===== src/rtl/ptp_cls_pkg.sv =====
package ptp_cls_pkg;

   typedef enum logic [2:0] {
      MODE_OFF     = 3'd0,
      MODE_V1_SYNC = 3'd1,
      MODE_V1_DREQ = 3'd2,
      MODE_V2_EVT  = 3'd3,
      MODE_ALL     = 3'd4
   } cls_mode_e;

   typedef enum logic [1:0] {
      ST_ETH,
      ST_L2,
      ST_IP,
      ST_DONE
   } cls_state_e;

   localparam logic [15:0] ETYPE_IPV4  = 16'h0800;
   localparam logic [15:0] TAG_TPID    = 16'h8100;
   localparam logic [7:0]  PROTO_UDP   = 8'd17;
   localparam int          ETYPE_POS   = 12;
   localparam int          TAG_BYTES   = 4;
   localparam int          IP_HDR_MAX  = 60;
   localparam int          UDP_HDR     = 8;

endpackage


===== src/rtl/ptp_cls_pos.sv =====
module ptp_cls_pos #(
   parameter int CNT_W = 7
) (
   input  logic             clk,
   input  logic             rst_n,
   input  logic             in_valid,
   input  logic             in_sop,
   input  logic             in_eop,
   output logic             take,
   output logic [CNT_W-1:0] idx
);

   localparam logic [CNT_W-1:0] CNT_MAX = {CNT_W{1'b1}};

   logic             active_q;
   logic [CNT_W-1:0] cnt_q;

   assign take = in_valid && (in_sop || active_q);
   assign idx  = in_sop ? '0 : cnt_q;

   always_ff @(posedge clk or negedge rst_n) begin
      if (!rst_n) begin
         active_q <= 1'b0;
         cnt_q    <= '0;
      end else if (take) begin
         active_q <= !in_eop;
         cnt_q    <= (idx == CNT_MAX) ? CNT_MAX : idx + 1'b1;
      end
   end

endmodule


===== src/rtl/ptp_cls_engine.sv =====
module ptp_cls_engine
   import ptp_cls_pkg::*;
#(
   parameter int          CNT_W        = 7,
   parameter bit          VLAN_EN      = 1'b1,
   parameter int          V1_CTRL_OFS  = 32,
   parameter logic [7:0]  V1_SYNC_CODE = 8'd0,
   parameter logic [7:0]  V1_DREQ_CODE = 8'd1,
   parameter logic [3:0]  EVT_TYPE_MAX = 4'd3
) (
   input  logic             clk,
   input  logic             rst_n,
   input  logic             take,
   input  logic             in_sop,
   input  logic [CNT_W-1:0] idx,
   input  logic [7:0]       in_data,
   input  logic [2:0]       cfg_mode,
   input  logic             cfg_l2_en,
   input  logic             cfg_l2_stamp,
   input  logic [15:0]      cfg_l2_etype,
   input  logic             cfg_l4_en,
   input  logic [15:0]      cfg_l4_port,
   input  logic             cfg_l4_srcchk,
   output logic             ts_strobe,
   output logic             ts_match
);

   localparam logic [CNT_W-1:0] E_BASE   = CNT_W'(ETYPE_POS);
   localparam logic [CNT_W-1:0] E_TAGGED = CNT_W'(ETYPE_POS + TAG_BYTES);
   localparam logic [CNT_W-1:0] K1       = CNT_W'(1);
   localparam logic [CNT_W-1:0] K2       = CNT_W'(2);
   localparam logic [CNT_W-1:0] K3       = CNT_W'(3);
   localparam logic [CNT_W-1:0] K_PROTO  = CNT_W'(9);
   localparam logic [CNT_W-1:0] K_PTP    = CNT_W'(UDP_HDR);
   localparam logic [CNT_W-1:0] K_CTRL   = CNT_W'(UDP_HDR + V1_CTRL_OFS);

   cls_state_e       st_q, cur_st, nst;
   logic [CNT_W-1:0] eoff_q, cur_eoff, n_eoff;
   logic [CNT_W-1:0] uofs_q, n_uofs;
   logic [7:0]       prev_q;
   logic [15:0]      word;
   logic [CNT_W-1:0] pay;
   logic             is_tag;
   logic             hdr_mode;
   logic             dec, dmatch;
   logic [7:0]       v1_code;

   assign word     = {prev_q, in_data};
   assign cur_st   = in_sop ? ST_ETH : st_q;
   assign cur_eoff = in_sop ? E_BASE : eoff_q;
   assign pay      = cur_eoff + K2;
   assign hdr_mode = (cfg_mode == MODE_V1_SYNC) || (cfg_mode == MODE_V1_DREQ) ||
                     (cfg_mode == MODE_V2_EVT);
   assign v1_code  = (cfg_mode == MODE_V1_SYNC) ? V1_SYNC_CODE : V1_DREQ_CODE;

   generate
      if (VLAN_EN) begin : g_tag
         assign is_tag = (cur_eoff == E_BASE) && (word == TAG_TPID);
      end else begin : g_notag
         assign is_tag = 1'b0;
      end
   endgenerate

   always_comb begin
      dec    = 1'b0;
      dmatch = 1'b0;
      nst    = cur_st;
      n_eoff = cur_eoff;
      n_uofs = uofs_q;
      if (take) begin
         if (!hdr_mode) begin
            if (idx == '0) begin
               dec    = 1'b1;
               dmatch = (cfg_mode == MODE_ALL);
            end
         end else begin
            unique case (cur_st)
               ST_ETH: begin
                  if (idx == cur_eoff + K1) begin
                     if (is_tag) begin
                        n_eoff = E_TAGGED;
                     end else if ((cfg_mode == MODE_V2_EVT) && cfg_l2_en && cfg_l2_stamp &&
                                  (word == cfg_l2_etype)) begin
                        nst = ST_L2;
                     end else if ((word == ETYPE_IPV4) && cfg_l4_en) begin
                        nst = ST_IP;
                     end else begin
                        dec = 1'b1;
                     end
                  end
               end
               ST_L2: begin
                  if (idx == pay) begin
                     dec    = 1'b1;
                     dmatch = (in_data[3:0] <= EVT_TYPE_MAX);
                  end
               end
               ST_IP: begin
                  if (idx == pay) begin
                     if ((in_data[7:4] != 4'd4) || (in_data[3:0] < 4'd5)) dec = 1'b1;
                     else n_uofs = pay + CNT_W'({in_data[3:0], 2'b00});
                  end else if (idx == pay + K_PROTO) begin
                     if (in_data != PROTO_UDP) dec = 1'b1;
                  end else if (idx == uofs_q + K1) begin
                     if (cfg_l4_srcchk && (word != cfg_l4_port)) dec = 1'b1;
                  end else if (idx == uofs_q + K3) begin
                     if (word != cfg_l4_port) dec = 1'b1;
                  end else if ((cfg_mode == MODE_V2_EVT) && (idx == uofs_q + K_PTP)) begin
                     dec    = 1'b1;
                     dmatch = (in_data[3:0] <= EVT_TYPE_MAX);
                  end else if ((cfg_mode != MODE_V2_EVT) && (idx == uofs_q + K_CTRL)) begin
                     dec    = 1'b1;
                     dmatch = (in_data == v1_code);
                  end
               end
               default: ;
            endcase
         end
         if (dec) nst = ST_DONE;
      end
   end

   always_ff @(posedge clk or negedge rst_n) begin
      if (!rst_n) begin
         st_q      <= ST_DONE;
         eoff_q    <= E_BASE;
         uofs_q    <= '0;
         prev_q    <= '0;
         ts_strobe <= 1'b0;
         ts_match  <= 1'b0;
      end else begin
         ts_strobe <= dec;
         ts_match  <= dec && dmatch;
         if (take) begin
            st_q   <= nst;
            eoff_q <= n_eoff;
            uofs_q <= n_uofs;
            prev_q <= in_data;
         end
      end
   end

endmodule


===== src/rtl/ptp_event_classifier.sv =====
module ptp_event_classifier
   import ptp_cls_pkg::*;
#(
   parameter bit          VLAN_EN      = 1'b1,
   parameter int          V1_CTRL_OFS  = 32,
   parameter logic [7:0]  V1_SYNC_CODE = 8'd0,
   parameter logic [7:0]  V1_DREQ_CODE = 8'd1,
   parameter logic [3:0]  EVT_TYPE_MAX = 4'd3
) (
   input  logic        clk,
   input  logic        rst_n,
   input  logic        in_valid,
   input  logic        in_sop,
   input  logic        in_eop,
   input  logic [7:0]  in_data,
   input  logic [2:0]  cfg_mode,
   input  logic        cfg_l2_en,
   input  logic        cfg_l2_stamp,
   input  logic [15:0] cfg_l2_etype,
   input  logic        cfg_l4_en,
   input  logic [15:0] cfg_l4_port,
   input  logic        cfg_l4_srcchk,
   output logic        ts_strobe,
   output logic        ts_match
);

   localparam int MAX_POS = ETYPE_POS + (VLAN_EN ? TAG_BYTES : 0) + 2 + IP_HDR_MAX +
                            UDP_HDR + V1_CTRL_OFS;
   localparam int CNT_W   = $clog2(MAX_POS + 2);

   generate
      if (V1_CTRL_OFS < 1 || V1_CTRL_OFS > 200) begin : g_bad_ofs
         $error("V1_CTRL_OFS out of supported range");
      end
      if (V1_SYNC_CODE == V1_DREQ_CODE) begin : g_bad_code
         $error("version-1 message codes must differ");
      end
   endgenerate

   logic             take;
   logic [CNT_W-1:0] idx;

   ptp_cls_pos #(.CNT_W(CNT_W)) u_pos (
      .clk      (clk),
      .rst_n    (rst_n),
      .in_valid (in_valid),
      .in_sop   (in_sop),
      .in_eop   (in_eop),
      .take     (take),
      .idx      (idx)
   );

   ptp_cls_engine #(
      .CNT_W        (CNT_W),
      .VLAN_EN      (VLAN_EN),
      .V1_CTRL_OFS  (V1_CTRL_OFS),
      .V1_SYNC_CODE (V1_SYNC_CODE),
      .V1_DREQ_CODE (V1_DREQ_CODE),
      .EVT_TYPE_MAX (EVT_TYPE_MAX)
   ) u_eng (
      .clk           (clk),
      .rst_n         (rst_n),
      .take          (take),
      .in_sop        (in_sop),
      .idx           (idx),
      .in_data       (in_data),
      .cfg_mode      (cfg_mode),
      .cfg_l2_en     (cfg_l2_en),
      .cfg_l2_stamp  (cfg_l2_stamp),
      .cfg_l2_etype  (cfg_l2_etype),
      .cfg_l4_en     (cfg_l4_en),
      .cfg_l4_port   (cfg_l4_port),
      .cfg_l4_srcchk (cfg_l4_srcchk),
      .ts_strobe     (ts_strobe),
      .ts_match      (ts_match)
   );

endmodule


===== config.mk =====
export PLATFORM = sky130hd
export DESIGN_NAME = ptp_event_classifier
export DESIGN_NICKNAME = d
export VERILOG_FILES = /design/src/rtl/ptp_cls_pkg.sv /design/src/rtl/ptp_cls_pos.sv /design/src/rtl/ptp_cls_engine.sv /design/src/rtl/ptp_event_classifier.sv
export SDC_FILE = /design/constraint.sdc
export NUM_CORES = 1
export LEC_CHECK = 0
export ABC_CLOCK_PERIOD_IN_PS = 3000
export BUFFER_PORTS_ARGS = -buffer_cell sky130_fd_sc_hd__buf_2
export CAP_MARGIN = 10
export CELL_PAD_IN_SITES_DETAIL_PLACEMENT = 1
export CELL_PAD_IN_SITES_GLOBAL_PLACEMENT = 2
export CORE_ASPECT_RATIO = 1.75
export CORE_MARGIN = 8
export CORE_UTILIZATION = 32
export CTS_BUF_LIST = sky130_fd_sc_hd__clkbuf_2
export CTS_CLUSTER_DIAMETER = 100
export DETAILED_ROUTE_END_ITERATION = 7
export GPL_TIMING_DRIVEN = 0
export PLACE_DENSITY_LB_ADDON = 0.1
export SYNTH_ARGS = -nofsm -noshare
export SYNTH_HDL_FRONTEND = slang
export SYNTH_SLANG_ARGS = --single-unit

===== constraint.sdc =====
create_clock -name clk -period 3 [get_ports clk]
set_input_delay 0 -clock clk [delete_from_list [all_inputs] [get_ports clk]]
set_output_delay 0 -clock clk [all_outputs]
set_load 0.02 [all_outputs]

After elaboration in Yosys (flattened, before gate mapping)
Cells that the tools add are included. Widths: inputs -> output; s select.

Word-level logic and storage cells: 108. Memory bits (writable): 0. Register bits after elaboration: 34. Bits of input ports: 52. Memories kept: 0. Memory bits (read-only): 0. Latch bits: 0.

Reductions and logical operators: 18. Bitwise gates (word level): 1. Divide/modulo/power cells: 0. Order comparisons: 2. Add/subtract/negate cells: 9. Shifts and indexed selects: 0. Muxes and demuxes: 47. Eq/ne operators: 23. Multiply operators: 0.

Operators by type and width (number): $eq 7x7->1 (7); $mux 7 (7); $mux 1 (30); $add 7x1->7 const B (3); $eq 16x12->1 const B (1); $eq 16x16->1 (1); $eq 16x16->1 const B (1); $mux 2 (8); $ne 16x16->1 (1); $add 7x2->7 const B (2); $add 7x4->7 const B (2); $logic_and 1x1->1 (10); $eq 8x8->1 (1); $ne 8x5->1 const B (1); $add 7x6->7 (1); $add 7x6->7 const B (1); $eq 7x4->1 const B (1); $eq 7x7->1 const B (1); $logic_not 7->1 (1); $eq 3x2->1 const B (2); $reduce_and 5->1 (1); $le 4x2->1 const B (1); $logic_or 1x1->1 (4); $lt 4x3->1 const B (1); 11 further kinds (11).

Longest topological paths before layout
Gate-level depths: netlist of the first run.

Depth in word-level cells: 14. Gate-level depth with buffers: 17. Mapped depth without buffers: 11.

Cells and area by module
Synthesis of the first run repeated with hierarchy kept, for this count alone.

Cell total of the unflattened synthesis: 415. Area, all modules: 3601.0 µm².

By module, submodules not included: ptp_cls_engine (seq. area each 655.6 µm², area an instance 3126.7 µm², cells an instance 362, instances 1); ptp_cls_pos (seq. area each 200.2 µm², area an instance 474.2 µm², cells an instance 53, instances 1).

Least setup slack after synthesis of the first run
OpenSTA, ideal clock, no wires.

Path type: in2reg. Start: input in_sop. End: register u_eng.st_q[1]. Arrival time: 3.689 ns. Stages: 17. Setup slack: -0.775 ns. Data required time: 2.914 ns. Path buffers: 7. Cell sequence: buf_2 clkbuf_1 buf_2 buf_1 clkbuf_1 clkbuf_1 or2_2 ha_1 buf_2 nand3_1 xnor2_1 nor2_1 nor4_1 a41o_1 a221o_2 o21ai_2 a2111o_1.

Word-level cells in the longest chain between the ends: 13.

Ends and longest elaborated chain: start: declaration (RTL line ptp_event_classifier.sv:13) `input logic in_sop,`; branches (longest 13 deep; another with $add 7x2->7); end signal: assignment (RTL line ptp_cls_engine.sv:135) `st_q <= nst;`; end: declaration (RTL line ptp_cls_engine.sv:37) `cls_state_e st_q, cur_st, nst;`.

Several ways; the timed one is not identified. The select of a mux whose other input is x is not followed. A chain may end at the register's enable or synchronous reset.

Final worst setup path of the first run
Ends and elaborated chain as after synthesis.

==> results.cfg, run 1 <==
[pwr]
max-vdd-ir-drop_mv = 0.2006
p_leak_nw = 1.976
p_switching_mw = 0.6134
seq_power_share_pct = 35.6
clock_power_share_pct = 26.8
intPower_mw = 0.9930
powerDensity_mw_per_mm2 = 338.3
p_comb_share_pct = 37.6
netSwitchingFraction_pct = 38.19

[clock_network]
clk_pin_slew_ns = 0.22
clk_latency_ns = 0.45
cts_made_buffers = 5
cts.sinks = 34
htree_levels = 2
cts_tree = done
max-clock-path-buffers = 2
cts-root-buf = clkbuf_2

[cells_and_area]
area_delta_synth_final_pct = 28.86
final_area_mm2 = 0.004748
finalNetCount = 616
drive_above_1_share_pct = 23.63

[die]
dieArea_mm2 = 0.01534
die-height_um = 158.0
rows = 52
core_mm2 = 0.01139
io_pins = 54
start_util_pct = 32.36
die_x_um = 97.12

[worst_setup_path]
cp-end-kind = register
cpLargestDelayFamily = buffers and inverters
critPathRequiredTime_ns = 3.40
path_cells = buf_4 -> buf_6 -> buf_12 -> buf_8 -> clkbuf_8 -> clkbuf_8 -> or2_4 -> ha_4 -> buf_12 -> and2_4 -> o21ai_4 -> nor2_1 -> or4b_4 -> a31oi_4 -> a221o_2 -> o21ai_4 -> a2111o_1
crit_arrival_ns = 3.35
crit_buf_inv = 7
path_class = input port to register
crit_path_max_fanout = 11
r2r-start = u_eng.eoff_q[3]
reg2reg_slack_ns = 0.06
slowest_stage = or4b_4
start_kind = input port
critPathMaxStageDelay_ns = 0.54
reg2reg_depth = 8
r2r_end = u_eng.st_q[1]

[sta]
finClkSkew_ns = 0.02117
worstMarginPinSlew_ns = 0.8886
min_period_ns = 2.947
maxSlewHeadroom_pct = 40.76
fmax_mhz = 339.3
slew_violations = 0
post-route-period-util_pct = 98.23
grt_setup_unrepaired = yes
hold_viol = 0
finalSetupViolCount = 0
whs_ns = 0.07663

[global_route]
antenna_found_initial = 1
grt_max_degree = 35
grt_pass1_vias = 4178
grt.overflow.total = 0
grt_usage_pct = 19.30
grt_pass1_wl_mm = 23.01

[synth]
synth_common_cells = nand2_1, xor2_1, nor2_1, xnor2_1, dfrtp_1
yosysSeqAreaShare_pct = 23.23
yosysWarningCount = 0
synth_edf_count = 0
avgSynthCellArea_um2 = 7.924
synth_fp_nets = 536
yosysTopAreaCell = dfrtp_1
async_flop_share_pct = 100.0
synth_ff_type = dfrtp_1
synth_seq_cells = 34
netlist.area_leader.share_pct = 20.37
syn_inst = 465
syn_area_mm2 = 0.003685
synth_cell_type_count = 69
yosysMostFrequentCell = nand2_1
synth.area.top_cells = dfrtp_1, xor2_1, xnor2_1

[detailed_routing]
antenna_left = 0
drc = 0
drt-met1-wl_mm = 5.246
routed_wl_mm = 14.69
drt_pass1_iterations = 4
top_layer = met4
drt_iter0_drc = 119
wl_met3_um = 522
via_per_inst = 5.614
wl_met2_mm = 8.408
wl_per_cell_um = 21.55
vias = 3829

[run]
cap_violations = 0

[min_path]
hold_depth = 5
hp-class = input port to register
hp-start = cfg_l2_stamp
min_to = u_eng.st_q[1]

[placed_design]
post-dp-hpwl_mm = 11.60
dpl_cell_area_mm2 = 0.004229
place_congestion = 0.8413
portBuffers = 51

[outcome]
outcome = finished, final reports clean
## metrics by stage
step	setup TNS, ns	power [mW]	instances	util, %	setup WS (ns)
finish	0	1.606	682	41.70	0.05315
global route	-0.1449	1.698	682	41.70	-0.07737
CTS	0	1.609	678	40.91	0.01393
detailed placement	-11.43	1.141	651	37.14	-0.8661
global placement	-10.95	1.131	651	37.14	-0.8314
floorplan	-0.01976	0.9343	465	-	-0.01976
## sequential cells by signal (all words and copies together) (netlist names)
register and flops:
u_pos.active_q 1, u_pos.cnt_q 7, u_eng.uofs_q 7, u_eng.ts_match 1
u_eng.prev_q 8, u_eng.eoff_q 7, u_eng.ts_strobe 1, u_eng.st_q 2
## routing by layer
metal  global-route usage, %  vias to the layer above
li1                        -                     1822
met5                       0                        -
met1                   17.74                     1885
met3                   3.145                       26
met4                   8.327                        0
met2                   39.86                       96
## power by group through the flow
stage	sequential (mW)	combinational [mW]	clock, mW
after floorplan	0.552	0.382	0
after global placement	0.570	0.561	0
after detailed placement	0.572	0.570	0
after CTS	0.564	0.604	0.441
after global routing	0.578	0.664	0.456
final	0.572	0.603	0.431
## tightest hold or removal path, cell delays in order
cell and delay, ns:
buf_2 0.10, nand4_1 0.07, nor4_1 0.08, a31oi_1 0.14, a2111o_1 0.11
## how the worst max path moves through the flow
stage                                from         endpoint  slack, ns  cells past startpoint
after floorplan                    in_sop    u_eng.st_q[1]      -0.02                     17
after global placement             in_sop  u_eng.uofs_q[6]      -0.83                     18
after detailed placement           in_sop  u_eng.uofs_q[5]      -0.87                     18
after CTS                 u_eng.eoff_q[2]    u_eng.st_q[1]       0.01                     11
after global routing      u_eng.eoff_q[2]    u_eng.st_q[1]      -0.08                     10
final                              in_sop    u_eng.st_q[1]       0.05                     17
## logic make-up (layout without fill, tap and decap cells)
group	Yosys count	after routing	synth area share, %
AOI/OAI and AO/OA	105	105	19.63
xor gates and xnor gates	67	67	16.30
adders and majority gates	19	19	6.655
buffers and inverters	48	129	5.093
DFF	34	34	23.23
muxes	5	5	1.426
other	0	1	0
and+or+nand+nor	187	187	27.67
## cell type report
type                       instances  area (µm²)
timing repair buffer              77       488.0
antenna                            1       2.502
multi-input combinational        383        2889
clock buffer                       5       25.02
tap                              135       168.9
inverter                          20       75.07
clock inverter                     3       68.82
buffer                            24       171.4
sequential                        34       859.6
fill                            1384        6638
## timing repair
action / CTS / global route
gates resized for setup: 31 / 13
buffers inserted: 8 / 4
hold endpoints to repair: 42 / 0
hold buffers: 14 / 0
pin swaps: 11 / 10
setup endpoints to repair: 14 / 13
## placed cells by master, fill, tap and decap left out, types with 8 or more instances in the layout
cell type      synthesis  routed
a21oi_1               21      20
buf_2                  6      53
buf_4                  0      14
clkbuf_1              21      12
dfrtp_1               30      27
dlygate4sd3_1          0      14
ha_1                  18      16
inv_1                 19      18
nand2_1               45      45
nand2b_1              15      14
nand3_1                9       8
nand4_1               10      10
nor2_1                32      31
nor2b_1                9       8
nor3_1                11      10
nor4_1                15      12
o21ai_0               24      22
xnor2_1               32      28
xor2_1                34      33
Power figures use the tool's default switching activity.
==> run 2, diff against run 1 <==
==> constraint.sdc (replaced) <==
create_clock -name clk -period 3 [get_ports clk]
set_input_delay 0.6 -clock clk [delete_from_list [all_inputs] [get_ports clk]]
set_output_delay 0.6 -clock clk [all_outputs]
set_load 0.02 [all_outputs]
==> run 2 against run 1 <==
Via count up 0.55%. Worst hold slack better by 0.16 ns. Clock skew is 0.0092 ns lower. Global-route usage rose by 0.34 points. First-iteration DRC count down 12%. Flip-flop and latch count did not move. Die area is the same. Wire length up 2.1%. Critical path depth is 6 lower.
==> results.cfg, run 2 (synthesis gave the netlist of run 1 again) <==
[outcome]
outcome = finished, final reports clean

[global_route]
grt_max_degree = 35
grt_pass1_wl_mm = 23.45
grt_pass1_vias = 4328
grt_usage_pct = 19.64
grt.overflow.total = 0
antenna_found_initial = 1

[clock_network]
clk_latency_ns = 0.42
clk_pin_slew_ns = 0.23
cts.sinks = 34
max-clock-path-buffers = 2
cts-root-buf = clkbuf_2
htree_levels = 2
cts_tree = done
cts_made_buffers = 5

[sta]
grt_setup_unrepaired = yes
maxSlewHeadroom_pct = 38.67
fmax_mhz = 336.4
finalSetupViolCount = 0
slew_violations = 0
hold_viol = 0
worstMarginPinSlew_ns = 0.9199
post-route-period-util_pct = 99.09
min_period_ns = 2.973
finClkSkew_ns = 0.01202

[placed_design]
post-dp-hpwl_mm = 11.74
dpl_cell_area_mm2 = 0.004253
dp.cells = 651
portBuffers = 51
place_congestion = 0.8153

[cells_and_area]
utilization_pct = 42.14
layout_common_cells = buf_2, nand2_1, xor2_1
regMostFlops = u_eng.prev_q
area_delta_synth_final_pct = 30.22
fillerInstances = 1385
largest_reg_flops = 8
finalNetCount = 617
drive_above_1_share_pct = 27.61
final_area_mm2 = 0.004798
layoutNonFillerInstCount = 683
layout_commonest_cell = buf_2

[worst_setup_path]
crit_path_frequent_cell = buf_12
cp-end-kind = register
critPathRequiredTime_ns = 3.37
path_class = register to register
start_kind = register
critPathMaxStageDelay_ns = 0.64
slowest_stage = dfstp_2
crit_buf_inv = 2
cpLargestDelayFamily = compound AO/OA/AOI/OAI gates
crit_path_max_fanout = 6
path_cells = or2_4 -> ha_4 -> buf_12 -> buf_12 -> nand3_4 -> xnor2_4 -> or4b_4 -> a31oi_4 -> a221o_2 -> o21ai_4 -> a2111o_1
crit_arrival_ns = 3.35

[detailed_routing]
wl_per_cell_um = 21.98
routed_wl_mm = 15.01
drt_pass1_iterations = 4
drt_iter0_drc = 105
via_per_inst = 5.637
vias = 3850
drc = 0
antenna_left = 0

[pwr]
powerDensity_mw_per_mm2 = 334.7
max-vdd-ir-drop_mv = 0.1647
p_leak_nw = 1.992

[die]
io_pins = 54
rows = 52
core_mm2 = 0.01139
start_util_pct = 32.36
die-height_um = 158.0
die_x_um = 97.12
dieArea_mm2 = 0.01534

[min_path]
hp-class = input port to asynchronous set/reset pin

[run]
cap_violations = 0
-- run 2: final timing paths --
check	startpoint	to	slack [ns]	cells past startpoint
max in group asynchronous	rst_n	u_eng.eoff_q[0]	2.10	1
max	u_eng.eoff_q[2]	u_eng.st_q[1]	0.03	11
min in group clk	in_eop	u_pos.active_q	0.31	2
min	rst_n	u_eng.prev_q[2]	0.24	1
max reg2reg	u_eng.eoff_q[2]	u_eng.st_q[1]	0.03	11
min reg2reg	u_eng.uofs_q[6]	u_eng.uofs_q[6]	0.55	2
-- run 2: per-stage QoR --
stage	power [mW]	hold WS [ns]	setup slack [ns]	TNS, ns
after floorplan	0.9359	0.3044	-0.5803	-4.411
after global placement	1.132	0.4848	-1.353	-22.65
after detailed placement	1.148	0.5026	-1.355	-22.97
after CTS	1.628	0.2349	-0.5111	-4.192
after global routing	1.704	0.2725	-0.1105	-0.2399
final	1.606	0.2408	0.02722	0
-- run 2: area by class of cell --
type / count / area, µm² / share of cell area (%)
sequential: 34 / 858.3 / 17.89
inverter: 20 / 75.07 / 1.565
buffer: 22 / 135.1 / 2.816
tap: 135 / 168.9 / 3.520
timing repair buffer: 80 / 524.3 / 10.93
multi-input combinational: 383 / 2940 / 61.28
clock buffer: 5 / 25.02 / 0.5215
clock inverter: 3 / 68.82 / 1.434
antenna: 1 / 2.502 / 0.05215
-- run 2: power breakdown --
part	switching, mW	internal [mW]
combinational	0.358	0.257
sequential	0.0576	0.507
clock	0.202	0.226
total	0.617	0.989
-- run 2: repair_timing --
action	4_1_cts	5_1_grt
hold buffers	0	0
endpoints found under the setup margin	21	21
pin swaps	17	16
hold endpoints to repair	0	0
buffers inserted	21	9
resized for setup	41	20
-- run 2: worst register-to-register path, delay by kind of cell (launching register included) --
| kind | cells | cell delay (ns) |
|---|---|---|
| simple gates | 3 | 0.86 |
| compound gates | 4 | 0.86 |
| flops | 1 | 0.64 |
| buf+inv | 2 | 0.22 |
| xor+xnor | 1 | 0.19 |
| fa+ha+maj | 1 | 0.17 |
-- run 2: routing by layer --
metal  up-vias  GRT usage, %  wire (µm)
met1      1881         17.68       5274
li1       1827             -          -
met4         0         11.72        778
met5         -             0          0
met2        97         39.70       8513
met3        45         3.058        442
==> run 3, diff against run 2 <==
ABC_CLOCK_PERIOD_IN_PS = 3100   (was 3000)
CELL_PAD_IN_SITES_DETAIL_PLACEMENT = unset   (was 1)
CELL_PAD_IN_SITES_GLOBAL_PLACEMENT = unset   (was 2)
CORE_UTILIZATION = 49   (was 32)
PLACE_DENSITY = 0.7   (was unset)
PLACE_DENSITY_LB_ADDON = unset   (was 0.1)
clock period = 3.1 ns   (was 3 ns; I/O delays follow)
==> run 3 against run 2 <==
Non-clock buffer count down 13. Worst hold slack about the same. Global-route usage up 4.6 points. Clock power down 7.5%. Via count up 0.21%. Die area down 31%. Largest power group unchanged.
==> results.cfg, run 3 (synthesis gave the netlist of run 1 again) <==
[outcome]
outcome = finished, final reports clean

[cells_and_area]
layoutNonFillerInstCount = 622
layout_commonest_cell = buf_2
drive_above_1_share_pct = 24.53
final_area_mm2 = 0.004589
layout_common_cells = buf_2, nand2_1, xor2_1
fillerInstances = 664
regMostFlops = u_eng.prev_q
area_delta_synth_final_pct = 24.55
finalNetCount = 604
diodes = 0
largest_reg_flops = 8

[worst_setup_path]
path_cells = buf_12 -> clkbuf_16 -> clkbuf_16 -> or2_4 -> ha_4 -> nor2b_2 -> a2bb2oi_2 -> or4b_4 -> a31oi_4 -> a221o_2 -> o21ai_4 -> a2111o_1
reg2reg_depth = 11
path_class = input port to register
crit_path_frequent_cell = clkbuf_16
critPathMaxStageDelay_ns = 0.49
crit_buf_inv = 3
reg2reg_slack_ns = 0.12
slowest_stage = or4b_4
critPathRequiredTime_ns = 3.44
r2r_end = u_eng.st_q[0]
crit_path_max_fanout = 8
cp-end-kind = register
crit_arrival_ns = 3.33
cpLargestDelayFamily = simple AND/OR/NAND/NOR gates
r2r-start = u_eng.uofs_q[0]
start_kind = input port

[die]
die_x_um = 81.55
core_mm2 = 0.007410
start_util_pct = 49.73
rows = 42
die-height_um = 130.7
dieArea_mm2 = 0.01066
io_pins = 54

[global_route]
grt.overflow.total = 0
grt_max_degree = 35
grt_pass1_vias = 3986
grt_pass1_wl_mm = 19.91
grt_usage_pct = 24.26
antenna_found_initial = 0

[sta]
min_period_ns = 2.989
finClkSkew_ns = 0.02027
post-route-period-util_pct = 96.43
maxSlewHeadroom_pct = 46.06
setup_slack_ns = 0.1106
grt_setup_unrepaired = no
slew_violations = 0
finalSetupViolCount = 0
worstMarginPinSlew_ns = 0.8016
fmax_mhz = 334.5
hold_viol = 0

[clock_network]
clk_latency_ns = 0.41
cts_tree = done
cts_made_buffers = 5
cts.sinks = 34
cts-root-buf = clkbuf_2
clk_pin_slew_ns = 0.21
ctsHoldBuffers = 0
max-clock-path-buffers = 2
htree_levels = 2

[min_path]
hp-class = input port to asynchronous set/reset pin

[placed_design]
place_congestion = 1.008
dp.cells = 604
dpl_cell_area_mm2 = 0.004194
dpl_worst_slack_ns = -1.155
portBuffers = 51
post-dp-hpwl_mm = 9.487

[pwr]
seq_power_share_pct = 35.8
p_comb_share_pct = 38.2
p_leak_nw = 1.947
intPower_mw = 0.9598
netSwitchingFraction_pct = 36.89
max-vdd-ir-drop_mv = 0.3114
clock_power_share_pct = 26.0
p_switching_mw = 0.5610
powerDensity_mw_per_mm2 = 331.4

[detailed_routing]
drt_pass1_iterations = 6
routed_wl_mm = 12.40
via_per_inst = 6.203
vias = 3858
wl_per_cell_um = 19.94
drc = 0
drt_iter0_drc = 257
antenna_left = 0

[run]
cap_violations = 0
## run 3: final cells by class
class | instances | area [µm²] | share of cell area, %
Buffer | 22 | 145.1 | 3.162
Clock buffer | 5 | 25.02 | 0.5453
Clock inverter | 3 | 68.82 | 1.499
Inverter | 20 | 77.57 | 1.690
Multi-Input combinational cell | 383 | 2909 | 63.39
Sequential cell | 34 | 855.8 | 18.65
Tap cell | 88 | 110.1 | 2.399
Timing Repair Buffer | 67 | 397.9 | 8.670
## run 3: metrics by stage
stage	utilization [%]	hold WS (ns)	power (mW)	TNS (ns)
floorplan	-	0.3244	0.9057	-3.234
global placement	56.60	0.4899	1.064	-17.00
detailed placement	56.60	0.4939	1.078	-17.93
CTS	60.69	0.2677	1.494	-1.387
global route	61.94	0.2902	1.592	0
finish	61.94	0.2410	1.521	0
## run 3: per-layer routing
layer / part of all wire, % / GRT usage, %
met5: 0 / 0
met4: 4.8 / 13.33
met3: 3.9 / 3.082
met1: 37 / 25.16
met2: 54 / 44.85
## run 3: worst max-delay path by stage
stage / start / to / slack (ns) / depth (start not counted)
finish: in_sop / u_eng.st_q[1] / 0.11 / 12
CTS: in_sop / u_eng.st_q[1] / -0.32 / 17
floorplan: in_sop / u_eng.st_q[1] / -0.50 / 17
global route: u_eng.uofs_q[0] / u_eng.st_q[0] / 0.001 / 11
detailed placement: in_sop / u_eng.st_q[1] / -1.15 / 17
global placement: in_sop / u_eng.st_q[1] / -1.12 / 17
## run 3: power groups by stage
stage	Clock [mW]	Combinational, mW	Sequential, mW
CTS	0.394	0.558	0.542
global placement	0	0.515	0.549
finish	0.395	0.581	0.545
floorplan	0	0.371	0.534
global route	0.411	0.632	0.549
detailed placement	0	0.527	0.550
## run 3: worst reg2reg max path: stages (launching register included)
cell      delay (ns)
dfrtp_1         0.59
inv_1           0.11
ha_1            0.37
inv_1           0.08
o32a_1          0.32
o22ai_1         0.16
or4bb_1         0.52
o22ai_2         0.25
nor4_4          0.07
o21ai_4         0.20
buf_6           0.12
nand3b_1        0.10
## run 3: what timing repair did
item                                    in CTS  in global routing
gates cloned                                 0                  0
pin swaps                                   12                 18
resized for setup                           21                 24
endpoints found under the setup margin      20                 14
buffers inserted                            12                  4
